**config.mk**
```make
export PLATFORM = sky130hd
export DESIGN_NAME = mdio_ctrl_master
export DESIGN_NICKNAME = d
export VERILOG_FILES = /design/src/rtl/mdio_mst_pkg.sv /design/src/rtl/mdc_gen.sv /design/src/rtl/mdio_frame.sv /design/src/rtl/mdio_ctrl_master.sv
export SDC_FILE = /design/constraint.sdc
export NUM_CORES = 1
export LEC_CHECK = 0
export CORE_ASPECT_RATIO = 2
export CORE_MARGIN = 2
export CORE_UTILIZATION = 29
export CTS_CLUSTER_SIZE = 16
export DETAILED_ROUTE_END_ITERATION = 10
export DONT_BUFFER_PORTS = 1
export SYNTH_ARGS = -nofsm -noshare
export SYNTH_HDL_FRONTEND = slang
export SYNTH_HIERARCHICAL = 1
export SYNTH_SLANG_ARGS = --single-unit
```
**constraint.sdc**
```tcl
create_clock -name clk_i -period 2.4 [get_ports clk_i]
set_input_delay 0.36 -clock clk_i [delete_from_list [all_inputs] [get_ports clk_i]]
set_output_delay 0.36 -clock clk_i [all_outputs]
set_load 0.01 [all_outputs]
```
**src/rtl/mdio_mst_pkg.sv**
```systemverilog
package mdio_mst_pkg;
  localparam int CTRL_W    = 32;
  localparam int BUSY_BIT  = 31;
  localparam int EN_BIT    = 30;
  localparam int RD_BIT    = 27;
  localparam int PHY_LSB   = 21;
  localparam int REG_LSB   = 16;
  localparam int ADDR_W    = 5;
  localparam int DATA_W    = 16;
  localparam int PRE_W     = 32;
  localparam int FRAME_W   = PRE_W + 2 + 2 + 2*ADDR_W + 2 + DATA_W;
  localparam int DRIVE_RD  = PRE_W + 2 + 2 + 2*ADDR_W;
  localparam int DATA_POS  = FRAME_W - DATA_W;
  localparam int CNT_W     = $clog2(FRAME_W);
endpackage

```
**src/rtl/mdc_gen.sv**
```systemverilog
module mdc_gen #(
  parameter int HALF_DIV = 10
) (
  input  logic clk_i,
  input  logic rst_ni,
  input  logic run_i,
  output logic mdc_o,
  output logic rise_o,
  output logic fall_o
);
  localparam int CW = (HALF_DIV > 1) ? $clog2(HALF_DIV) : 1;
  localparam logic [CW-1:0] LAST = CW'(HALF_DIV - 1);

  logic [CW-1:0] cnt_q;
  logic          mdc_q;
  logic          tick;

  assign tick   = run_i && (cnt_q == LAST);
  assign rise_o = tick && !mdc_q;
  assign fall_o = tick && mdc_q;
  assign mdc_o  = mdc_q;

  always_ff @(posedge clk_i or negedge rst_ni) begin
    if (!rst_ni) begin
      cnt_q <= '0;
      mdc_q <= 1'b0;
    end else if (!run_i) begin
      cnt_q <= '0;
      mdc_q <= 1'b0;
    end else if (tick) begin
      cnt_q <= '0;
      mdc_q <= ~mdc_q;
    end else begin
      cnt_q <= cnt_q + 1'b1;
    end
  end
endmodule

```
**src/rtl/mdio_frame.sv**
```systemverilog
module mdio_frame
  import mdio_mst_pkg::*;
(
  input  logic              clk_i,
  input  logic              rst_ni,
  input  logic              start_i,
  input  logic              rd_i,
  input  logic [ADDR_W-1:0] phy_i,
  input  logic [ADDR_W-1:0] reg_i,
  input  logic [DATA_W-1:0] wdata_i,
  input  logic              rise_i,
  input  logic              fall_i,
  input  logic              mdio_i,
  output logic              mdio_o,
  output logic              mdio_oe_o,
  output logic              done_o,
  output logic [DATA_W-1:0] rdata_o
);
  localparam logic [CNT_W-1:0] LAST_BIT  = CNT_W'(FRAME_W - 1);
  localparam logic [CNT_W-1:0] REL_BIT   = CNT_W'(DRIVE_RD);
  localparam logic [CNT_W-1:0] FIRST_DAT = CNT_W'(DATA_POS);

  logic [FRAME_W-1:0] sr_q;
  logic [CNT_W-1:0]   bit_q;
  logic               rd_q;
  logic               act_q;
  logic [DATA_W-1:0]  cap_q;
  logic [FRAME_W-1:0] frame;

  always_comb begin
    frame = {{PRE_W{1'b1}}, 2'b01, (rd_i ? 2'b10 : 2'b01), phy_i, reg_i,
             (rd_i ? 2'b00 : 2'b10), (rd_i ? {DATA_W{1'b0}} : wdata_i)};
  end

  assign done_o    = act_q && fall_i && (bit_q == LAST_BIT);
  assign mdio_o    = act_q ? sr_q[FRAME_W-1] : 1'b1;
  assign mdio_oe_o = act_q && (!rd_q || (bit_q < REL_BIT));
  assign rdata_o   = cap_q;

  always_ff @(posedge clk_i or negedge rst_ni) begin
    if (!rst_ni) begin
      sr_q  <= '0;
      bit_q <= '0;
      rd_q  <= 1'b0;
      act_q <= 1'b0;
      cap_q <= '0;
    end else if (start_i) begin
      sr_q  <= frame;
      bit_q <= '0;
      rd_q  <= rd_i;
      act_q <= 1'b1;
    end else if (act_q) begin
      // PHY output is sampled on the rising MDC edge of each data bit
      if (rise_i && rd_q && (bit_q >= FIRST_DAT))
        cap_q <= {cap_q[DATA_W-2:0], mdio_i};
      if (fall_i) begin
        if (bit_q == LAST_BIT) begin
          act_q <= 1'b0;
        end else begin
          bit_q <= bit_q + 1'b1;
          sr_q  <= {sr_q[FRAME_W-2:0], 1'b0};
        end
      end
    end
  end
endmodule

```
**src/rtl/mdio_ctrl_master.sv**
```systemverilog
module mdio_ctrl_master
  import mdio_mst_pkg::*;
#(
  parameter int HALF_DIV = 10
) (
  input  logic              clk_i,
  input  logic              rst_ni,
  input  logic              reg_wr_i,
  input  logic [CTRL_W-1:0] reg_wdata_i,
  output logic [CTRL_W-1:0] reg_rdata_o,
  output logic              mdc_o,
  output logic              mdio_o,
  output logic              mdio_oe_o,
  input  logic              mdio_i
);
  logic [CTRL_W-1:0] ctrl_q;
  logic              busy;
  logic              start;
  logic              rise, fall, done;
  logic [DATA_W-1:0] cap;

  assign busy        = ctrl_q[BUSY_BIT];
  assign start       = reg_wr_i && !busy && reg_wdata_i[BUSY_BIT] && reg_wdata_i[EN_BIT];
  assign reg_rdata_o = ctrl_q;

  always_ff @(posedge clk_i or negedge rst_ni) begin
    if (!rst_ni) begin
      ctrl_q <= '0;
    end else if (reg_wr_i && !busy) begin
      ctrl_q <= {start, reg_wdata_i[CTRL_W-2:0]};
    end else if (done) begin
      ctrl_q[BUSY_BIT] <= 1'b0;
      if (ctrl_q[RD_BIT]) ctrl_q[DATA_W-1:0] <= cap;
    end
  end

  mdc_gen #(.HALF_DIV(HALF_DIV)) u_mdc (
    .clk_i  (clk_i),
    .rst_ni (rst_ni),
    .run_i  (busy),
    .mdc_o  (mdc_o),
    .rise_o (rise),
    .fall_o (fall)
  );

  mdio_frame u_frame (
    .clk_i     (clk_i),
    .rst_ni    (rst_ni),
    .start_i   (start),
    .rd_i      (reg_wdata_i[RD_BIT]),
    .phy_i     (reg_wdata_i[PHY_LSB +: ADDR_W]),
    .reg_i     (reg_wdata_i[REG_LSB +: ADDR_W]),
    .wdata_i   (reg_wdata_i[DATA_W-1:0]),
    .rise_i    (rise),
    .fall_i    (fall),
    .mdio_i    (mdio_i),
    .mdio_o    (mdio_o),
    .mdio_oe_o (mdio_oe_o),
    .done_o    (done),
    .rdata_o   (cap)
  );
endmodule

```
==> results.txt <==
Total CTS buffers - 17
Violated checks - negative hold slack
Sequential-to-total area share from yosys stat - 0.534
Buffers on Ports - 0
Number of distinct library cell variants in the gate-level netlist after synthesis - 47
End-of-flow core utilization - 0.341
Slew at the pin with the worst max-slew slack - 0.813 ns
Areal power density over the cells - 774 nW/um^2
Highest attainable clock frequency - 446 MHz
Clk sink count - 125
Vias in the first global route - 4,046
Max-Cap Viols - 0
WP data required - 2.74 ns
Most numerous cell in the Yosys netlist - sky130_fd_sc_hd__dfrtp_1
Type of the setup path with the least slack - register to register
EDFF count, synth - 0
Number of standard-cell rows in the floorplan - 73
Mean instance size in the synthesized netlist - 12.3 um^2
Top cells by area, synth - sky130_fd_sc_hd__dfrtp_1 53%, sky130_fd_sc_hd__mux2_2 8.1%, sky130_fd_sc_hd__mux2i_1 6.2%, sky130_fd_sc_hd__mux2_4 5.6%, sky130_fd_sc_hd__o2111ai_1 3.9%
Y dimension of the die - 205 um
X dimension of the die - 104 um
Count of final hold-check violations - 125
Worst Hold Class - input pin to async pin
# nets final - 517
Area growth from synthesis to final layout - 15.6%
Worst path arrival time - 2.58 ns
GR Overflow Total - 0
Number of antenna violations at the first check in global routing - 0
Routability congestion estimate from global placement - 0.759
Standard cell with the maximum stage delay on the critical path - sky130_fd_sc_hd__dfrtp_1
Total core area - 19,800 um^2
Netlist Area Pre-Place - 5850 um^2
Root buffer cell - sky130_fd_sc_hd__clkbuf_16
Number of warnings issued by yosys - 6
Gate count after technology mapping - 477
Peak supply drop - 0.000421 V
DIE AREA - 21,400 um^2
Starting density of the core - 0.295
Yosys top cell area share - 0.534
Post-synth top area cell - sky130_fd_sc_hd__dfrtp_1
Unrepaired setup endpoints after global routing - no
Worst hold slack across all endpoints - -0.353 ns
Initial DRC count - 183
Pin count of the biggest net entering global routing - 126
Mean routed wirelength per cell - 16.5 um
Kind of start point of the critical path - register
Count of endpoints failing setup in the final report - 0
Most instantiated flip-flop cell in the synthesis netlist - sky130_fd_sc_hd__dfrtp_1
Post-synth net total - 516
Number of primary I/O pins - 71
Outcome - complete, but fails checks
Number of nets still failing antenna checks after routing - 0
TNS Setup - 0 ns
Diodes inserted - 0
Slowest Stage Delay on Critical Path - 0.39 ns
Overall track demand over capacity in global routing - 0.121
Detailed placement HPWL - 8.51 mm
Number of register bits inferred by synthesis - 125
CP Cell Sequence - inv_1, ha_1, and3b_1, and3_2, nand2_1, buf_4, a21oi_4, clkbuf_16, mux2i_1
Area post-placement - 6090 um^2
Reg clk slew, reported paths - 0.06 ns
Final Max Tran Viols - 0
Total via count after detailed routing - 3,693
Clock latency on the worst-skew pair - 0.43 ns
Largest clock skew in the final design - 0.0144 ns
Top delay family on crit path - simple AND/OR/NAND/NOR gates
Tightest slew margin relative to the limit - 0.452
First-pass GRT wire length - 20.5 mm
Leakage dissipation - 3.02 nW
Max FO, Critical Path - 19
Iteration count of the initial detailed-routing pass - 4
Post-route fraction of the period consumed by the critical path - 0.935
Time the final worst path needs with I/O delays and setup - 2.24 ns
Number of remaining DRC errors - 0
Fraction of layout instances using a drive strength above 1 - 0.251
Fin area - 6770 um^2
Crit path buffers/inverters - 3
TritonCTS clock tree - done
Top post-synthesis cells by count - 125 x sky130_fd_sc_hd__dfrtp_1, 42 x sky130_fd_sc_hd__mux2_2, 38 x sky130_fd_sc_hd__nand2_1, 38 x sky130_fd_sc_hd__nor2_1, 36 x sky130_fd_sc_hd__mux2i_1
FFs w/ async S/R, synth - 1.00
Fill cell total of the finished layout - 1,939
PnR Total Power - 5.24 mW
Maximum clock path buffer count - 2
Routed vias/inst - 4.90
Sum of routed wire length over all layers - 12.4 mm
Setup crit end kind - register
H-tree levels - 4
## metal layers
| layer | track usage | vias up | wire [um] |
|---|---|---|---|
| li1 | - | 1718 | - |
| met1 | 0.127 | 1875 | 4820 |
| met2 | 0.220 | 78 | 6790 |
| met3 | 0.0286 | 22 | 404 |
| met4 | 0.0695 | 0 | 395 |
| met5 | 0 | - | 0 |
## cell families after synthesis
group,Yosys count,synth area share
flops,125,0.534
simple gates,107,0.0842
mux,100,0.199
compound gates,74,0.108
buf+inv,67,0.0663
fa+ha+maj,3,0.00641
xor+xnor,1,0.00150
## metrics by stage
stage,cells,setup slack (ns)
after global placement,720,0.192
after detailed placement,720,0.121
after CTS,752,0.0898
final,753,0.156
after floorplan,477,0.0362
after global routing,753,0.00253
## repair_timing
action / 4_1_cts / 5_1_grt
gates resized for setup: 0 / 2
setup endpoints to repair: 0 / 19
buffers inserted: 0 / 0
endpoints found under the hold margin: 125 / 125
## flip-flops by register name, indices dropped and copies added, names as in the netlist
| name | cells |
|---|---|
| u_frame/sr_q | 64 |
| u_mdc/mdc_o | 1 |
| u_frame/rdata_o | 16 |
| u_frame/act_q | 1 |
| u_mdc/cnt_q | 4 |
| reg_rdata_o | 32 |
| u_frame/rd_q | 1 |
| u_frame/bit_q | 6 |
## layout by cell type (no fill, tap or decap), drive strengths merged, types with 19 or more instances in the layout
cell type / n
buf: 19
mux2i: 36
clkbuf: 19
nor2: 39
inv: 32
dfrtp: 125
mux2: 64
o2111ai: 26
nand2: 38
o311ai: 26
## path summary, 6_finish.rpt
check | depth (start not counted) | end | from | slack, ns
setup / recovery | 9 | u_frame/sr_q[43] | u_mdc/cnt_q[1] | 0.16
hold / removal | 0 | u_frame/sr_q[46] | rst_ni | -0.35
setup reg to reg | 9 | u_frame/sr_q[43] | u_mdc/cnt_q[1] | 0.16
hold reg to reg | 1 | u_frame/sr_q[30] | u_frame/sr_q[30] | 0.49
max in group asynchronous | 0 | u_frame/rdata_o[13] | rst_ni | 2.47
min in group clk_i | 1 | u_frame/sr_q[0] | reg_wdata_i[0] | 0.07
## layout make-up
class	count	area (um^2)	area share
Timing Repair Buffer	20	205	0.0303
Clock inverter	14	208	0.0307
Tap cell	262	328	0.0484
Sequential cell	125	3130	0.462
Inverter	29	109	0.0161
Multi-Input combinational cell	285	2350	0.347
Clock buffer	18	439	0.0649
## report_power, final
group          total (mW)  switching (mW)  internal (mW)
clock network        2.81            1.02           1.79
logic               0.146          0.0735         0.0728
registers            2.28          0.0689           2.21
Note: power is estimated with default switching activity, not from simulation.
